$ cat src/rtl/sff_pkg.sv
package sff_pkg;

   localparam int unsigned SFF_AW = 3;
   localparam int unsigned SFF_DW = 8;

   typedef enum logic [SFF_AW-1:0] {
      SFF_A_DATA  = 3'd0,
      SFF_A_STAT  = 3'd1,
      SFF_A_CTRL  = 3'd2,
      SFF_A_TXCNT = 3'd3,
      SFF_A_RXCNT = 3'd4
   } sff_addr_e;

   localparam int unsigned SFF_ST_TXROOM = 0;
   localparam int unsigned SFF_ST_RXRDY  = 1;
   localparam int unsigned SFF_ST_OVF    = 2;

   typedef struct packed {
      logic [1:0] rx_code;
      logic [1:0] tx_code;
   } sff_ctrl_t;

   function automatic int unsigned sff_tx_level(input logic [1:0] code);
      case (code)
         2'd0:    return 8;
         2'd1:    return 4;
         2'd2:    return 2;
         default: return 0;
      endcase
   endfunction

   function automatic int unsigned sff_rx_level(input logic [1:0] code);
      case (code)
         2'd0:    return 1;
         2'd1:    return 4;
         2'd2:    return 8;
         default: return 14;
      endcase
   endfunction

endpackage

$ cat src/rtl/sff_fifo.sv
module sff_fifo #(
   parameter int unsigned W     = 8,
   parameter int unsigned DEPTH = 16,
   localparam int unsigned PW   = $clog2(DEPTH),
   localparam int unsigned CW   = $clog2(DEPTH + 1)
) (
   input  logic          clk,
   input  logic          rst_n,
   input  logic          push,
   input  logic [W-1:0]  din,
   input  logic          pop,
   output logic [W-1:0]  dout,
   output logic [CW-1:0] count,
   output logic [CW-1:0] count_nxt,
   output logic          full,
   output logic          empty
);

   generate
      if (DEPTH < 2 || (DEPTH & (DEPTH - 1)) != 0) begin : g_bad_depth
         $error("sff_fifo: DEPTH must be a power of two of at least 2");
      end
   endgenerate

   logic [PW-1:0] wr_ptr_q, rd_ptr_q;
   logic [CW-1:0] count_q;
   logic          push_ok, pop_ok;
   logic [W-1:0]  words [DEPTH];

   assign full    = (count_q == CW'(DEPTH));
   assign empty   = (count_q == '0);
   assign push_ok = push && !full;
   assign pop_ok  = pop && !empty;

   assign count_nxt = count_q + CW'(push_ok) - CW'(pop_ok);
   assign count     = count_q;

   generate
      for (genvar i = 0; i < int'(DEPTH); i++) begin : g_slot
         logic [W-1:0] slot_q;
         always_ff @(posedge clk) begin
            if (push_ok && wr_ptr_q == PW'(i)) begin
               slot_q <= din;
            end
         end
         assign words[i] = slot_q;
      end
   endgenerate

   always_ff @(posedge clk or negedge rst_n) begin
      if (!rst_n) begin
         wr_ptr_q <= '0;
         rd_ptr_q <= '0;
         count_q  <= '0;
      end else begin
         if (push_ok) wr_ptr_q <= wr_ptr_q + PW'(1);
         if (pop_ok)  rd_ptr_q <= rd_ptr_q + PW'(1);
         count_q <= count_nxt;
      end
   end

   assign dout = empty ? '0 : words[rd_ptr_q];

   // the fill count never exceeds the depth
   a_r9_count_bound: assert property (@(posedge clk) disable iff (!rst_n)
      count_q <= CW'(DEPTH));

   // a push into a full queue without a pop leaves the count alone
   a_r3_full_push_drop: assert property (@(posedge clk) disable iff (!rst_n)
      (push && full && !pop) |=> $stable(count_q));

   // a pop from an empty queue without a push leaves it empty
   a_r2_empty_pop_ignored: assert property (@(posedge clk) disable iff (!rst_n)
      (pop && empty && !push) |=> (count_q == '0));

endmodule

$ cat src/rtl/sff_trig_flag.sv
module sff_trig_flag #(
   parameter int unsigned CW      = 5,
   parameter bit          AT_ABOVE = 1'b0,
   parameter bit          RST_VAL  = 1'b0
) (
   input  logic          clk,
   input  logic          rst_n,
   input  logic [CW-1:0] level,
   input  logic [CW-1:0] trig,
   input  logic          stat_rd,
   input  logic          stat_wr,
   input  logic          wbit,
   output logic          flag
);

   logic meet;
   logic flag_q, armed_q;
   logic clr_eff;

   generate
      if (AT_ABOVE) begin : g_above
         assign meet = (level >= trig);
      end else begin : g_below
         assign meet = (level <= trig);
      end
   endgenerate

   assign clr_eff = stat_wr && !wbit && armed_q;

   always_ff @(posedge clk or negedge rst_n) begin
      if (!rst_n) begin
         flag_q  <= RST_VAL;
         armed_q <= 1'b0;
      end else begin
         flag_q  <= meet | (flag_q & ~clr_eff);
         armed_q <= (armed_q & ~stat_wr) | (stat_rd & flag_q);
      end
   end

   assign flag = flag_q;

   // when the level condition holds, the flag is 1 next cycle even if cleared
   a_r7_level_wins: assert property (@(posedge clk) disable iff (!rst_n)
      ((AT_ABOVE && level >= trig) || (!AT_ABOVE && level <= trig)) |=> flag_q);

   // without a prior read as 1, a status write cannot drop the flag
   a_r6_unarmed_hold: assert property (@(posedge clk) disable iff (!rst_n)
      (flag_q && !armed_q) |=> flag_q);

   // with no status write the flag is sticky
   a_r8_sticky: assert property (@(posedge clk) disable iff (!rst_n)
      (flag_q && !stat_wr) |=> flag_q);

endmodule

$ cat src/rtl/sff_flag_core.sv
module sff_flag_core #(
   parameter int unsigned DEPTH = 16,
   localparam int unsigned DW   = sff_pkg::SFF_DW,
   localparam int unsigned AW   = sff_pkg::SFF_AW,
   localparam int unsigned CW   = $clog2(DEPTH + 1)
) (
   input  logic          clk,
   input  logic          rst_n,
   input  logic          host_wr,
   input  logic          host_rd,
   input  logic [AW-1:0] host_addr,
   input  logic [DW-1:0] host_wdata,
   output logic [DW-1:0] host_rdata,
   input  logic          tx_pop,
   output logic [DW-1:0] tx_byte,
   output logic          tx_nonempty,
   input  logic          rx_push,
   input  logic [DW-1:0] rx_byte,
   output logic          rx_full,
   output logic          txroom_flag,
   output logic          rxready_flag
);
   import sff_pkg::*;

   generate
      if (DEPTH < 15) begin : g_bad_depth
         $error("sff_flag_core: DEPTH must hold the largest receive trigger");
      end
      if (CW > DW) begin : g_bad_width
         $error("sff_flag_core: count does not fit a data word");
      end
   endgenerate

   logic          sel_data, sel_stat, sel_ctrl;
   logic          data_wr, data_rd, stat_wr, stat_rd, ctrl_wr;
   sff_ctrl_t     ctrl_q;
   logic          ovf_q;
   logic [CW-1:0] tx_cnt, tx_cnt_nxt, rx_cnt, rx_cnt_nxt;
   logic [CW-1:0] tx_trig, rx_trig;
   logic          tx_full, tx_empty, rx_empty;
   logic [DW-1:0] rx_head;

   assign sel_data = (host_addr == SFF_A_DATA);
   assign sel_stat = (host_addr == SFF_A_STAT);
   assign sel_ctrl = (host_addr == SFF_A_CTRL);
   assign data_wr  = host_wr && sel_data;
   assign data_rd  = host_rd && sel_data;
   assign stat_wr  = host_wr && sel_stat;
   assign stat_rd  = host_rd && sel_stat;
   assign ctrl_wr  = host_wr && sel_ctrl;

   sff_fifo #(.W(DW), .DEPTH(DEPTH)) u_tx_fifo (
      .clk       (clk),
      .rst_n     (rst_n),
      .push      (data_wr),
      .din       (host_wdata),
      .pop       (tx_pop),
      .dout      (tx_byte),
      .count     (tx_cnt),
      .count_nxt (tx_cnt_nxt),
      .full      (tx_full),
      .empty     (tx_empty)
   );

   sff_fifo #(.W(DW), .DEPTH(DEPTH)) u_rx_fifo (
      .clk       (clk),
      .rst_n     (rst_n),
      .push      (rx_push),
      .din       (rx_byte),
      .pop       (data_rd),
      .dout      (rx_head),
      .count     (rx_cnt),
      .count_nxt (rx_cnt_nxt),
      .full      (rx_full),
      .empty     (rx_empty)
   );

   assign tx_nonempty = !tx_empty;

   assign tx_trig = CW'(sff_tx_level(ctrl_q.tx_code));
   assign rx_trig = CW'(sff_rx_level(ctrl_q.rx_code));

   sff_trig_flag #(.CW(CW), .AT_ABOVE(1'b0), .RST_VAL(1'b1)) u_tx_flag (
      .clk     (clk),
      .rst_n   (rst_n),
      .level   (tx_cnt_nxt),
      .trig    (tx_trig),
      .stat_rd (stat_rd),
      .stat_wr (stat_wr),
      .wbit    (host_wdata[SFF_ST_TXROOM]),
      .flag    (txroom_flag)
   );

   sff_trig_flag #(.CW(CW), .AT_ABOVE(1'b1), .RST_VAL(1'b0)) u_rx_flag (
      .clk     (clk),
      .rst_n   (rst_n),
      .level   (rx_cnt_nxt),
      .trig    (rx_trig),
      .stat_rd (stat_rd),
      .stat_wr (stat_wr),
      .wbit    (host_wdata[SFF_ST_RXRDY]),
      .flag    (rxready_flag)
   );

   always_ff @(posedge clk or negedge rst_n) begin
      if (!rst_n) begin
         ctrl_q <= '0;
         ovf_q  <= 1'b0;
      end else begin
         if (ctrl_wr) ctrl_q <= sff_ctrl_t'(host_wdata[3:0]);
         if (data_wr && tx_full) begin
            ovf_q <= 1'b1;
         end else if (stat_wr && !host_wdata[SFF_ST_OVF]) begin
            ovf_q <= 1'b0;
         end
      end
   end

   always_comb begin
      host_rdata = '0;
      case (host_addr)
         SFF_A_DATA:  host_rdata = rx_head;
         SFF_A_STAT: begin
            host_rdata[SFF_ST_TXROOM] = txroom_flag;
            host_rdata[SFF_ST_RXRDY]  = rxready_flag;
            host_rdata[SFF_ST_OVF]    = ovf_q;
         end
         SFF_A_CTRL:  host_rdata[3:0] = ctrl_q;
         SFF_A_TXCNT: host_rdata = DW'(tx_cnt);
         SFF_A_RXCNT: host_rdata = DW'(rx_cnt);
         default:     host_rdata = '0;
      endcase
   end

   // a write into a full transmit queue raises overflow
   a_r3_full_write_ovf: assert property (@(posedge clk) disable iff (!rst_n)
      (data_wr && tx_full) |=> ovf_q);

   // overflow holds until a status write with bit 2 low
   a_r3_ovf_sticky: assert property (@(posedge clk) disable iff (!rst_n)
      (ovf_q && !(stat_wr && !host_wdata[SFF_ST_OVF])) |=> ovf_q);

   // control holds its value unless written
   a_r11_ctrl_hold: assert property (@(posedge clk) disable iff (!rst_n)
      !ctrl_wr |=> $stable(ctrl_q));

endmodule

$ cat config.mk
export PLATFORM = sky130hd
export DESIGN_NAME = sff_flag_core
export DESIGN_NICKNAME = d
export VERILOG_FILES = /design/src/rtl/sff_pkg.sv /design/src/rtl/sff_fifo.sv /design/src/rtl/sff_trig_flag.sv /design/src/rtl/sff_flag_core.sv
export SDC_FILE = /design/constraint.sdc
export NUM_CORES = 1
export LEC_CHECK = 0
export BUFFER_PORTS_ARGS = -buffer_cell sky130_fd_sc_hd__buf_2
export CAP_MARGIN = 20
export CORE_ASPECT_RATIO = 0.8
export CORE_MARGIN = 3
export CORE_UTILIZATION = 30
export CTS_CLUSTER_DIAMETER = 50
export CTS_CLUSTER_SIZE = 16
export DETAILED_ROUTE_END_ITERATION = 16
export PLACE_DENSITY = 0.55
export SLEW_MARGIN = 20
export SYNTH_ARGS = -nofsm -noshare
export SYNTH_HDL_FRONTEND = slang
export SYNTH_SLANG_ARGS = --single-unit
export TNS_END_PERCENT = 10
$ cat constraint.sdc
create_clock -name clk -period 6.25 [get_ports clk]
set_input_delay 0.625 -clock clk [delete_from_list [all_inputs] [get_ports clk]]
set_output_delay 0.625 -clock clk [all_outputs]
set_load 0.02 [all_outputs]
==> results by group, run 1 <==
Status
  • Status: completed

Clock tree
  • Clk root buf: clkbuf_16
  • # resized after CTS: 0
  • Reg clk slew, reported paths: around 0.07 ns
  • Clock Latency Late Sink: 0.56 ns
  • CTS Sinks: a little under 300
  • Inserted Clock Buffers: 28
  • # H-tree levels: 1
  • CTS tree: built
  • Clock buffer depth: 3
  • Post-CTS Repair Setup Buffers: 0
  • Hold buffer count at cts: 0

Power
  • Lkg Pwr: between 4 and 5 nW
  • Power Total: about 6 mW
  • Worst vdd ir: 187 uV
  • Power Density: 426 mW/mm^2

Route
  • DRT Pass-1 Iters: 6
  • DRC viols: 0
  • Via density: 4.65
  • Post-DRT Antenna Nets: 0
  • Vias after detailed routing: 5901
  • Routed len/inst: ~20 um
  • Final WL: 24.9 mm
  • 1st-iter DRT viols: 393

Timing
  • Fin. max-slew vios: 0
  • Setup TNS: 0 ns
  • Worst-Margin Slew: 1.04 ns
  • Slew headroom: 30.7%
  • Final period util: a little over 60%
  • Fin crit period: a little under 4 ns
  • Fmax: 257 MHz
  • Worst setup margin: approximately 2.4 ns
  • Skew final: 0.0186 ns
  • Unrepaired setup endpoints after global routing: false
  • Final hold violation count: 0
  • Final number of setup-violating endpoints: 0

Setup path
  • Worst Setup Path Type: flop to output port
  • Setup crit end kind: output port
  • Crit path required time: 5.62 ns
  • Startpoint Class: flop
  • Crit path max fanout: 19
  • Cells on worst reg2reg path: 14
  • Critical Path AT: 3.26 ns
  • FF-to-FF setup slack: 2.81 ns

Die
  • Die ar.: 0.0431 sq mm
  • DIE WIDTH: around 230 um
  • Row Count: between 60 and 70
  • Placeable Area: 0.0398 sq mm
  • Ports: between 40 and 50
  • Starting density of the core: 30.7%
  • Die Ht: 186 um

Yosys
  • Ys async rst share: 12.0%
  • Flops & latches, synth: 291
  • Syn nets: 716
  • Synth warn: 0
  • Post-synthesis mux area share: 15.4%
  • XOR/XNOR Fraction of Synth Area: 1.36%
  • Synth area leaders: edfxtp_1, mux4_2, dfrtp_1
  • Syn_area_per_cell: 18.5 sq um
  • Synth Area in Adders: 3.30%
  • Dominant synthesized flop cell: edfxtp_1
  • Number of distinct library cells after synthesis: 52
  • Post-synth EDFFs: roughly 260
  • Largest family of logic cells by synthesized area: multiplexers
  • Synth Area in Compound Gates: ~2.8%
  • Sequential-to-total area share from yosys stat: approximately 70%
  • Synth area leader: edfxtp_1
  • Simple-gate share of the synthesized area: 4.73%
  • Cell count after synthesis: 660
  • Mapped cell area: 0.0122 sq mm
  • Top cell type's share of synthesized area: 63.0%

Global routing
  • Grt total ovfl: 0
  • Antenna violations before repair: 0
  • Vias in the first global route: 6093
  • First-pass GRT wire length: 38.5 mm
  • Gr usage total: 11.6%
  • Pin count of the biggest net entering global routing: 36

Cells and area
  • Finished Layout Cells: 1268
  • Fin nets: 769
  • Area growth syn-to-layout: 14.0%
  • Layout cells sized above 1: 23.0%
  • Ant. Diodes: 0

Placement
  • Post-DP HPWL: 15.9 mm
  • Placed Instances: 1218
  • # port buffers: 44
  • Gpl congestion: 0.787
  • Placement Setup Slack: 2.68 ns

Flow run
  • Max-Cap Viols: 0

Min path
  • HP Class: primary input to async pin
==> per-layer routing <==
layer	track usage [%]	up-vias	routed length (um)
met5	0	-	0
met3	2.05	31	973
met1	17.1	3073	12000
met2	18.1	77	11500
met4	2.69	0	439
li1	-	2720	-
==> flip-flops by register name, indices dropped and copies added, names as in the netlist <==
name                     flops
ctrl_q                       4
u_tx_flag.flag               1
u_rx_flag.armed_q            1
u_tx_fifo.rd_ptr_q           4
u_tx_flag.armed_q            1
u_rx_flag.flag               1
u_tx_fifo.g_slot.slot_q    128
ovf_q                        1
u_rx_fifo.wr_ptr_q           4
u_rx_fifo.count              5
u_tx_fifo.wr_ptr_q           4
u_rx_fifo.rd_ptr_q           4
u_rx_fifo.g_slot.slot_q    128
u_tx_fifo.count              5
==> logic make-up after synthesis <==
group           Yosys count
fa+ha+maj                31
xor+xnor                 19
buf+inv                  57
simple gates            104
flops                   291
compound gates           54
mux                     104
==> per-stage QoR <==
| stage | util, % | hold slack, ns | cell area (sq um) |
|---|---|---|---|
| 6_report | 35.0 | 0.178 | 13900 |
| 4_1_cts | 35.0 | 0.194 | 13900 |
| 3_5_place_dp | 32.7 | 0.487 | 13000 |
| 3_3_place_gp | 32.7 | 0.490 | 13000 |
| 5_1_grt | 35.0 | 0.242 | 13900 |
| 2_1_floorplan | - | 0.329 | 12200 |
==> layout by cell type, fill, tap and decap left out, types with 14 or more instances in the layout <==
cell,instances
edfxtp_1,256
mux4_2,48
buf_2,44
mux2i_1,35
dfrtp_1,32
ha_1,29
nor2_1,28
clkbuf_16,28
inv_1,26
nand2_1,23
nand2b_1,14
xnor2_1,14
mux4_1,14
==> cell type report <==
cell class / count / area, sq um
inverters: 26 / 97.6
flip-flops and latches: 291 / 8570
well taps: 536 / 671
clock inverters: 17 / 165
multi-input cells: 312 / 3400
clock buffers: 32 / 716
repair buffers: 54 / 295
fillers: 3700 / 25900
==> cell usage after synthesis (6+ instances only) <==
library cell / n
a21oi_1: 11
buf_1: 8
buf_2: 12
dfrtp_1: 34
edfxtp_1: 256
ha_1: 29
inv_1: 26
mux2_2: 6
mux2i_1: 35
mux4_1: 14
mux4_2: 48
nand2_1: 23
nand2b_1: 14
nor2_1: 28
nor2b_1: 8
nor3_1: 9
o21ai_0: 12
o22ai_1: 13
xnor2_1: 14
==> final timing paths <==
kind / from / endpoint
worst min register to register: u_rx_flag.armed_q$_DFF_PN0_ / u_rx_flag.armed_q$_DFF_PN0_
min in group clk: host_rd / u_rx_fifo.rd_ptr_q[3]$_DFFE_PN0P_
max in group asynchronous: rst_n / u_tx_fifo.rd_ptr_q[0]$_DFFE_PN0P_
worst min-delay path: rst_n / u_rx_fifo.wr_ptr_q[2]$_DFFE_PN0N_
worst max-delay path: u_rx_fifo.rd_ptr_q[0]$_DFFE_PN0P_ / host_rdata[0]
worst max register to register: u_tx_fifo.count[2]$_DFF_PN0_ / u_tx_flag.flag$_DFF_PN1_
==> critical path, cell delays in order, from the launching register on <==
cell and delay [ns]:
dfrtp_2 0.74, buf_4 0.47, mux4_1 0.66, mux2i_1 0.15, mux2i_1 0.09, a221o_1 0.40
buf_2 0.19
==> report_power, final <==
group / internal [mW] / total (mW) / switching [mW] / leakage, nW
clock network: 0.848 / 1.61 / 0.765 / 0.426
logic: 0.834 / 1.82 / 0.987 / 1.59
registers: 2.32 / 2.49 / 0.177 / 2.72
No activity file was read; power rests on OpenSTA's default activity.
==> run 2: changes to the inputs <==
PLACE_DENSITY = 0.56   (was 0.55)
clock period = 3.22 ns   (was 6.25 ns; I/O delays follow)
==> results by group, run 2 (synthesized netlist as in run 1, its figures left out) <==
Timing
  • Final number of setup-violating endpoints: 0 (unchanged)
  • Fin. max-slew vios: 0 (unchanged)
  • Worst-Margin Slew: 0.843 ns (-0.194 ns)
  • Unrepaired setup endpoints after global routing: true
  • Skew final: 0.0184 ns (-0.000290 ns)
  • WHS: 0.0986 ns (-0.0790 ns)
  • Setup TNS: 0 ns (unchanged)
  • Final period util: 96.3%
  • Final hold violation count: 0 (unchanged)
  • Fmax: 322 MHz
  • Slew headroom: 43.8% (+13 points)
  • Fin crit period: 3.10 ns
  • Worst setup margin: 0.118 ns (-2.24 ns)

Setup path
  • Startpoint Class: flop
  • Worst R2R End: u_rx_flag.flag$_DFF_PN0_
  • Crit path required time: 3.64 ns (-1.98 ns)
  • FF-to-FF setup slack: 0.12 ns (-2.69 ns)
  • Worst Setup Path Type: flop to flop
  • Worst setup path endpoint: u_rx_flag.flag$_DFF_PN0_
  • Crit path max fanout: 3 (-16)
  • Cells on worst reg2reg path: 17 (+3)
  • CP startpoint: u_rx_fifo.count[2]$_DFF_PN0_
  • Reg2Reg Launch Point: u_rx_fifo.count[2]$_DFF_PN0_
  • Setup crit end kind: flop
  • Critical Path AT: 3.52 ns (+0.26 ns)

Power
  • Seq pwr share: 40.0% (-2.1 points)
  • Lkg Pwr: 5.07 nW (+7.2%)
  • Power Total: 12.2 mW (+110%)
  • Power Density: 838 mW/mm^2 (+97%)
  • Worst vdd ir: 452 uV (+140%)
  • Cell internal pwr: 8.27 mW (+110%)
  • Sw Ratio: 32.0% (-0.52 points)
  • Clock power frac: 28.3% (+1.1 points)
  • Logic pwr share: 31.6% (+0.9 points)
  • Psw: 3.90 mW (+100%)

Cells and area
  • Top flop regs: u_rx_fifo.g_slot.slot_q x128, u_tx_fifo.g_slot.slot_q x128
  • Finished Layout Cells: 1330 (+4.9%)
  • Fin nets: 828 (+7.7%)
  • Most frequent cells in the layout: edfxtp_1, buf_4, mux4_2, buf_2, mux2i_1
  • Post-layout util: 36.5% (+1.5 points)
  • Final instance area: 0.0145 sq mm (+4.3%)
  • Area growth syn-to-layout: 18.9%
  • Layout cells sized above 1: 30.4% (+7.4 points)
  • Ant. Diodes: 0 (unchanged)
  • Commonest non-fill, non-tap cell in the layout: edfxtp_1
  • Filler Cell Count: 3682 (-0.49%)

Route
  • Met3 routed WL: 1.13 mm (+16%)
  • Final WL: 25.3 mm (+1.4%)
  • Routed len/inst: 19.0 um (-3.4%)
  • Post-DRT Antenna Nets: 0 (unchanged)
  • Met1 WL: 12.3 mm (+2.6%)
  • Via density: 4.63 (-0.51%)
  • 1st-iter DRT viols: 497 (+26%)
  • Met2 wire length: 11.4 mm (-0.88%)
  • DRC viols: 0 (unchanged)
  • Vias after detailed routing: 6158 (+4.4%)
  • DRT Pass-1 Iters: 4 (-2)
  • Max layer used: met4

Placement
  • # port buffers: 44 (unchanged)
  • Placed Instances: 1269 (+4.2%)
  • Gpl congestion: 0.748 (-4.9%)
  • Post-DP HPWL: 16.5 mm (+3.9%)
  • Area after DPL: 0.0134 sq mm (+3.0%)
  • Placement Setup Slack: 0.0402 ns (-2.64 ns)

Global routing
  • First-pass GRT wire length: 39.1 mm (+1.5%)
  • Pin count of the biggest net entering global routing: 36 (unchanged)
  • Antenna violations before repair: 0 (unchanged)
  • Gr usage total: 11.8% (+0.17 points)
  • Vias in the first global route: 6241 (+2.4%)
  • Grt total ovfl: 0 (unchanged)

Die
  • Ports: 45 (unchanged)
  • DIE WIDTH: 231 um (unchanged)
  • Die ar.: 0.0431 sq mm (unchanged)
  • Row Count: 65 (unchanged)
  • Starting density of the core: 30.7% (unchanged)
  • Placeable Area: 0.0398 sq mm (unchanged)
  • Die Ht: 186 um (unchanged)

Min path
  • HP Class: primary input to flop

Clock tree
  • Clk root buf: clkbuf_16
  • # H-tree levels: 1 (unchanged)
  • CTS Sinks: 291 (unchanged)
  • Inserted Clock Buffers: 30 (+7.1%)
  • Clock Latency Late Sink: 0.56 ns (about the same)
  • CTS tree: built
  • Reg clk slew, reported paths: 0.07 ns (about the same)
  • Clock buffer depth: 3 (unchanged)

Flow run
  • Max-Cap Viols: 0 (unchanged)

Status
  • Status: completed
-- run 2: cell types whose count changed in the layout (fill, tap and decap cells not counted), sizes merged --
cell and change:
buf +56, bufinv +1, clkbuf +1, clkinv -1
clkinvlp +1, dlygate4sd3 +1, inv +3
-- run 2: repair_timing --
action,CTS,global route
hold buffers,1,0
endpoints found under the hold margin,34,0
gates resized for setup,0,20
setup endpoints to repair,0,4
setup buffers,0,6
-- run 2: power by group through the flow --
stage                     clock [mW]  combinational [mW]  sequential [mW]
after detailed placement           0                3.78             4.95
after global routing            3.72                4.27             4.93
after CTS                       3.53                3.80             4.87
after global placement             0                3.76             4.93
final                           3.45                3.85             4.86
after floorplan                    0                2.85             4.72
-- run 2: critical path, stage by stage, from the launching register on --
cell and delay (ns):
dfrtp_1 0.38, inv_2 0.07, ha_4 0.16, nor4b_2 0.15, buf_4 0.14, nor4_4 0.22
nand2_1 0.11, inv_2 0.07, ha_1 0.22, inv_2 0.05, ha_2 0.16, inv_1 0.05
fa_1 0.47, inv_1 0.05, ha_1 0.27, a21o_1 0.17, a21oi_2 0.13, o221ai_1 0.10
-- run 2: cell type report --
class,instances,area [sq um],share of cell area [%]
Sequential cell,291,8570,59.1
Clock buffer,33,783,5.40
Tap cell,536,671,4.62
Inverter,26,97.6,0.673
Clock inverter,21,219,1.51
Multi-Input combinational cell,312,3420,23.5
Timing Repair Buffer,111,754,5.20
-- run 2: how the worst min path moves through the flow --
stage | from | end | slack (ns) | cells after the start
after floorplan | rst_n | ctrl_q[0]$_DFFE_PN0P_ | 0.03 | 0
after global placement | u_tx_fifo.rd_ptr_q[3]$_DFFE_PN0P_ | u_tx_fifo.rd_ptr_q[3]$_DFFE_PN0P_ | 0.46 | 1
after detailed placement | rst_n | u_rx_fifo.wr_ptr_q[0]$_DFFE_PN0N_ | 0.48 | 1
after CTS | host_rd | u_rx_fifo.rd_ptr_q[3]$_DFFE_PN0P_ | 0.08 | 3
after global routing | host_rd | u_rx_fifo.rd_ptr_q[3]$_DFFE_PN0P_ | 0.1 | 3
final | host_rd | u_rx_fifo.rd_ptr_q[3]$_DFFE_PN0P_ | 0.1 | 3
-- run 2: metal layers --
| layer | global-route usage [%] | up-vias |
|---|---|---|
| met2 | 17.6 | 106 |
| met4 | 2.43 | 0 |
| met5 | 0 | - |
| met3 | 2.17 | 32 |
| met1 | 18.1 | 3184 |
| li1 | - | 2836 |
==> run 3: changes to the inputs <==
CTS_BUF_LIST = sky130_fd_sc_hd__clkbuf_4 sky130_fd_sc_hd__clkbuf_8 sky130_fd_sc_hd__clkbuf_16   (was unset)
PLACE_DENSITY = 0.55   (was 0.56)
RECOVER_POWER = 100   (was unset)
clock period = 3.63 ns   (was 3.22 ns; I/O delays follow)
==> results by group, run 3 (synthesized netlist as in run 1, its figures left out) <==
Die
  • Placeable Area: 0.0398 sq mm (unchanged)
  • Ports: 45 (unchanged)
  • Die Ht: 186 um (unchanged)
  • Row Count: 65 (unchanged)
  • Die ar.: 0.0431 sq mm (unchanged)
  • Starting density of the core: 30.7% (unchanged)
  • DIE WIDTH: 231 um (unchanged)

Clock tree
  • CTS tree: built
  • Post-CTS Repair Setup Buffers: 0 (unchanged)
  • # H-tree levels: 1 (unchanged)
  • Clock Latency Late Sink: 0.57 ns (about the same)
  • Inserted Clock Buffers: 30 (unchanged)
  • CTS Sinks: 291 (unchanged)
  • Reg clk slew, reported paths: 0.07 ns (about the same)
  • Clk root buf: clkbuf_16
  • Clock buffer depth: 3 (unchanged)

Setup path
  • Crit path required time: 3.27 ns (-0.37 ns)
  • Setup crit end kind: output port
  • Startpoint Class: flop
  • Critical Path AT: 3.01 ns (-0.51 ns)
  • Worst Setup Path Type: flop to output port
  • Crit path max fanout: 14 (+11)

Placement
  • Gpl congestion: 0.742 (-0.83%)
  • # port buffers: 44 (unchanged)
  • Post-DP HPWL: 16.6 mm (+0.95%)

Route
  • Routed len/inst: 19.5 um (+2.5%)
  • DRT Pass-1 Iters: 5 (+1)
  • 1st-iter DRT viols: 452 (-9.1%)
  • DRC viols: 0 (unchanged)
  • Vias after detailed routing: 6073 (-1.4%)
  • Final WL: 25.4 mm (+0.54%)
  • Post-DRT Antenna Nets: 0 (unchanged)
  • Via density: 4.65 (+0.51%)

Power
  • Lkg Pwr: 4.74 nW (-6.5%)
  • Power Total: 10.6 mW (-13%)
  • Worst vdd ir: 414 uV (-8.5%)
  • Power Density: 749 mW/mm^2 (-11%)

Global routing
  • Grt total ovfl: 0 (unchanged)
  • Antenna violations before repair: 0 (unchanged)
  • Pin count of the biggest net entering global routing: 36 (unchanged)
  • First-pass GRT wire length: 39.3 mm (+0.71%)
  • Vias in the first global route: 6179 (-0.99%)
  • Gr usage total: 11.9% (+0.070 points)

Cells and area
  • Filler Cell Count: 3783 (+2.7%)
  • Post-layout util: 35.5% (-1.0 points)
  • Top flop regs: u_rx_fifo.g_slot.slot_q x128, u_tx_fifo.g_slot.slot_q x128
  • Fin nets: 803 (-3.0%)
  • Layout cells sized above 1: 17.3% (-13 points)
  • Commonest non-fill, non-tap cell in the layout: edfxtp_1
  • Area growth syn-to-layout: 15.7%
  • Area of the multi-input gates: 0.00335 sq mm (-1.9%)
  • Storage element area: 0.00857 sq mm (about the same)
  • Most frequent cells in the layout: edfxtp_1, clkbuf_1, mux4_2, mux2i_1, dfrtp_1
  • Ant. Diodes: 0 (unchanged)

Timing
  • Setup TNS: 0 ns (unchanged)
  • Fin. max-slew vios: 36 (+36)
  • Skew final: 0.0256 ns (+0.00729 ns)
  • Fmax: 297 MHz
  • Slew headroom: -39.5% (-83 points)
  • Final number of setup-violating endpoints: 0 (unchanged)
  • Worst-Margin Slew: 2.09 ns (+1.25 ns)
  • Fin crit period: ~3.4 ns
  • Final period util: 92.9%
  • Final hold violation count: 0 (unchanged)
  • Unrepaired setup endpoints after global routing: false

Status
  • Status: complete, but fails checks
  • Failing checks: capacitance limit, slew limit

Flow run
  • Max-Cap Viols: 1 (+1)

Min path
  • HP Class: primary input to flop
run 3: cell types whose count changed in the layout (fill, tap and decap cells not counted), sizes merged:
cell	delta
clkinvlp	-1
inv	-1
clkbuf	+67
clkinv	+2
buf	-93
bufinv	+1
run 3: final cells by class:
type                       instances  share of cell area [%]
multi-input combinational        312                    23.8
tap                              536                    4.75
clock inverter                    22                    1.94
inverter                          26                   0.691
timing repair buffer              86                    2.74
clock buffer                      32                    5.43
sequential                       291                    60.7
run 3: final timing paths:
| path | from | depth (start not counted) | slack (ns) | to |
|---|---|---|---|---|
| setup / recovery | u_rx_fifo.rd_ptr_q[0]$_DFFE_PN0P_ | 6 | 0.26 | host_rdata[3] |
| hold / removal | host_rd | 3 | 0.1 | u_rx_fifo.rd_ptr_q[3]$_DFFE_PN0P_ |
| setup reg to reg | u_tx_fifo.count[3]$_DFF_PN0_ | 14 | 0.28 | u_tx_flag.flag$_DFF_PN1_ |
| hold reg to reg | u_tx_flag.armed_q$_DFF_PN0_ | 1 | 0.51 | u_tx_flag.armed_q$_DFF_PN0_ |
| max in group asynchronous | rst_n | 2 | 1.31 | u_tx_fifo.rd_ptr_q[0]$_DFFE_PN0P_ |
| min in group asynchronous | rst_n | 2 | 0.92 | u_rx_fifo.wr_ptr_q[2]$_DFFE_PN0N_ |
run 3: through the flow:
step	instance area [sq um]	instances	setup WS (ns)	hold WS (ns)
2_1_floorplan	12200	660	0.322	0.0674
3_3_place_gp	13200	1250	0.276	0.487
3_5_place_dp	13200	1250	0.272	0.490
4_1_cts	14300	1305	0.244	0.0917
5_1_grt	14100	1305	0.0263	0.109
6_report	14100	1305	0.259	0.0986
run 3: timing repair:
action | CTS | global route
endpoints found under the hold margin | 34 | 0
hold buffers | 1 | 0
gates resized for setup | 0 | 0
run 3: report_power, final:
part           internal (mW)  leakage [nW]  total, mW  switching, mW
sequential              3.99          2.72       4.44          0.458
clock                   1.73         0.498       3.13           1.40
combinational           1.44          1.53       3.00           1.57
run 3: metal layers:
metal  track usage [%]  vias up  routed length [um]  share of wire (%)
met5                 0        -                   0                  0
met4              2.53        0                 425                1.7
met3              2.05       36                 906                3.6
li1                  -     2799                   -                  -
met1              17.7     3140               12300                 49
met2              18.2       98               11700                 46
run 3: critical path, stage by stage (launching register included):
cell and delay, ns:
dfrtp_2 0.64, clkbuf_2 0.39, mux4_1 0.59, nor2b_1 0.16, o21ai_0 0.25, o21ai_0 0.17, clkbuf_2 0.20
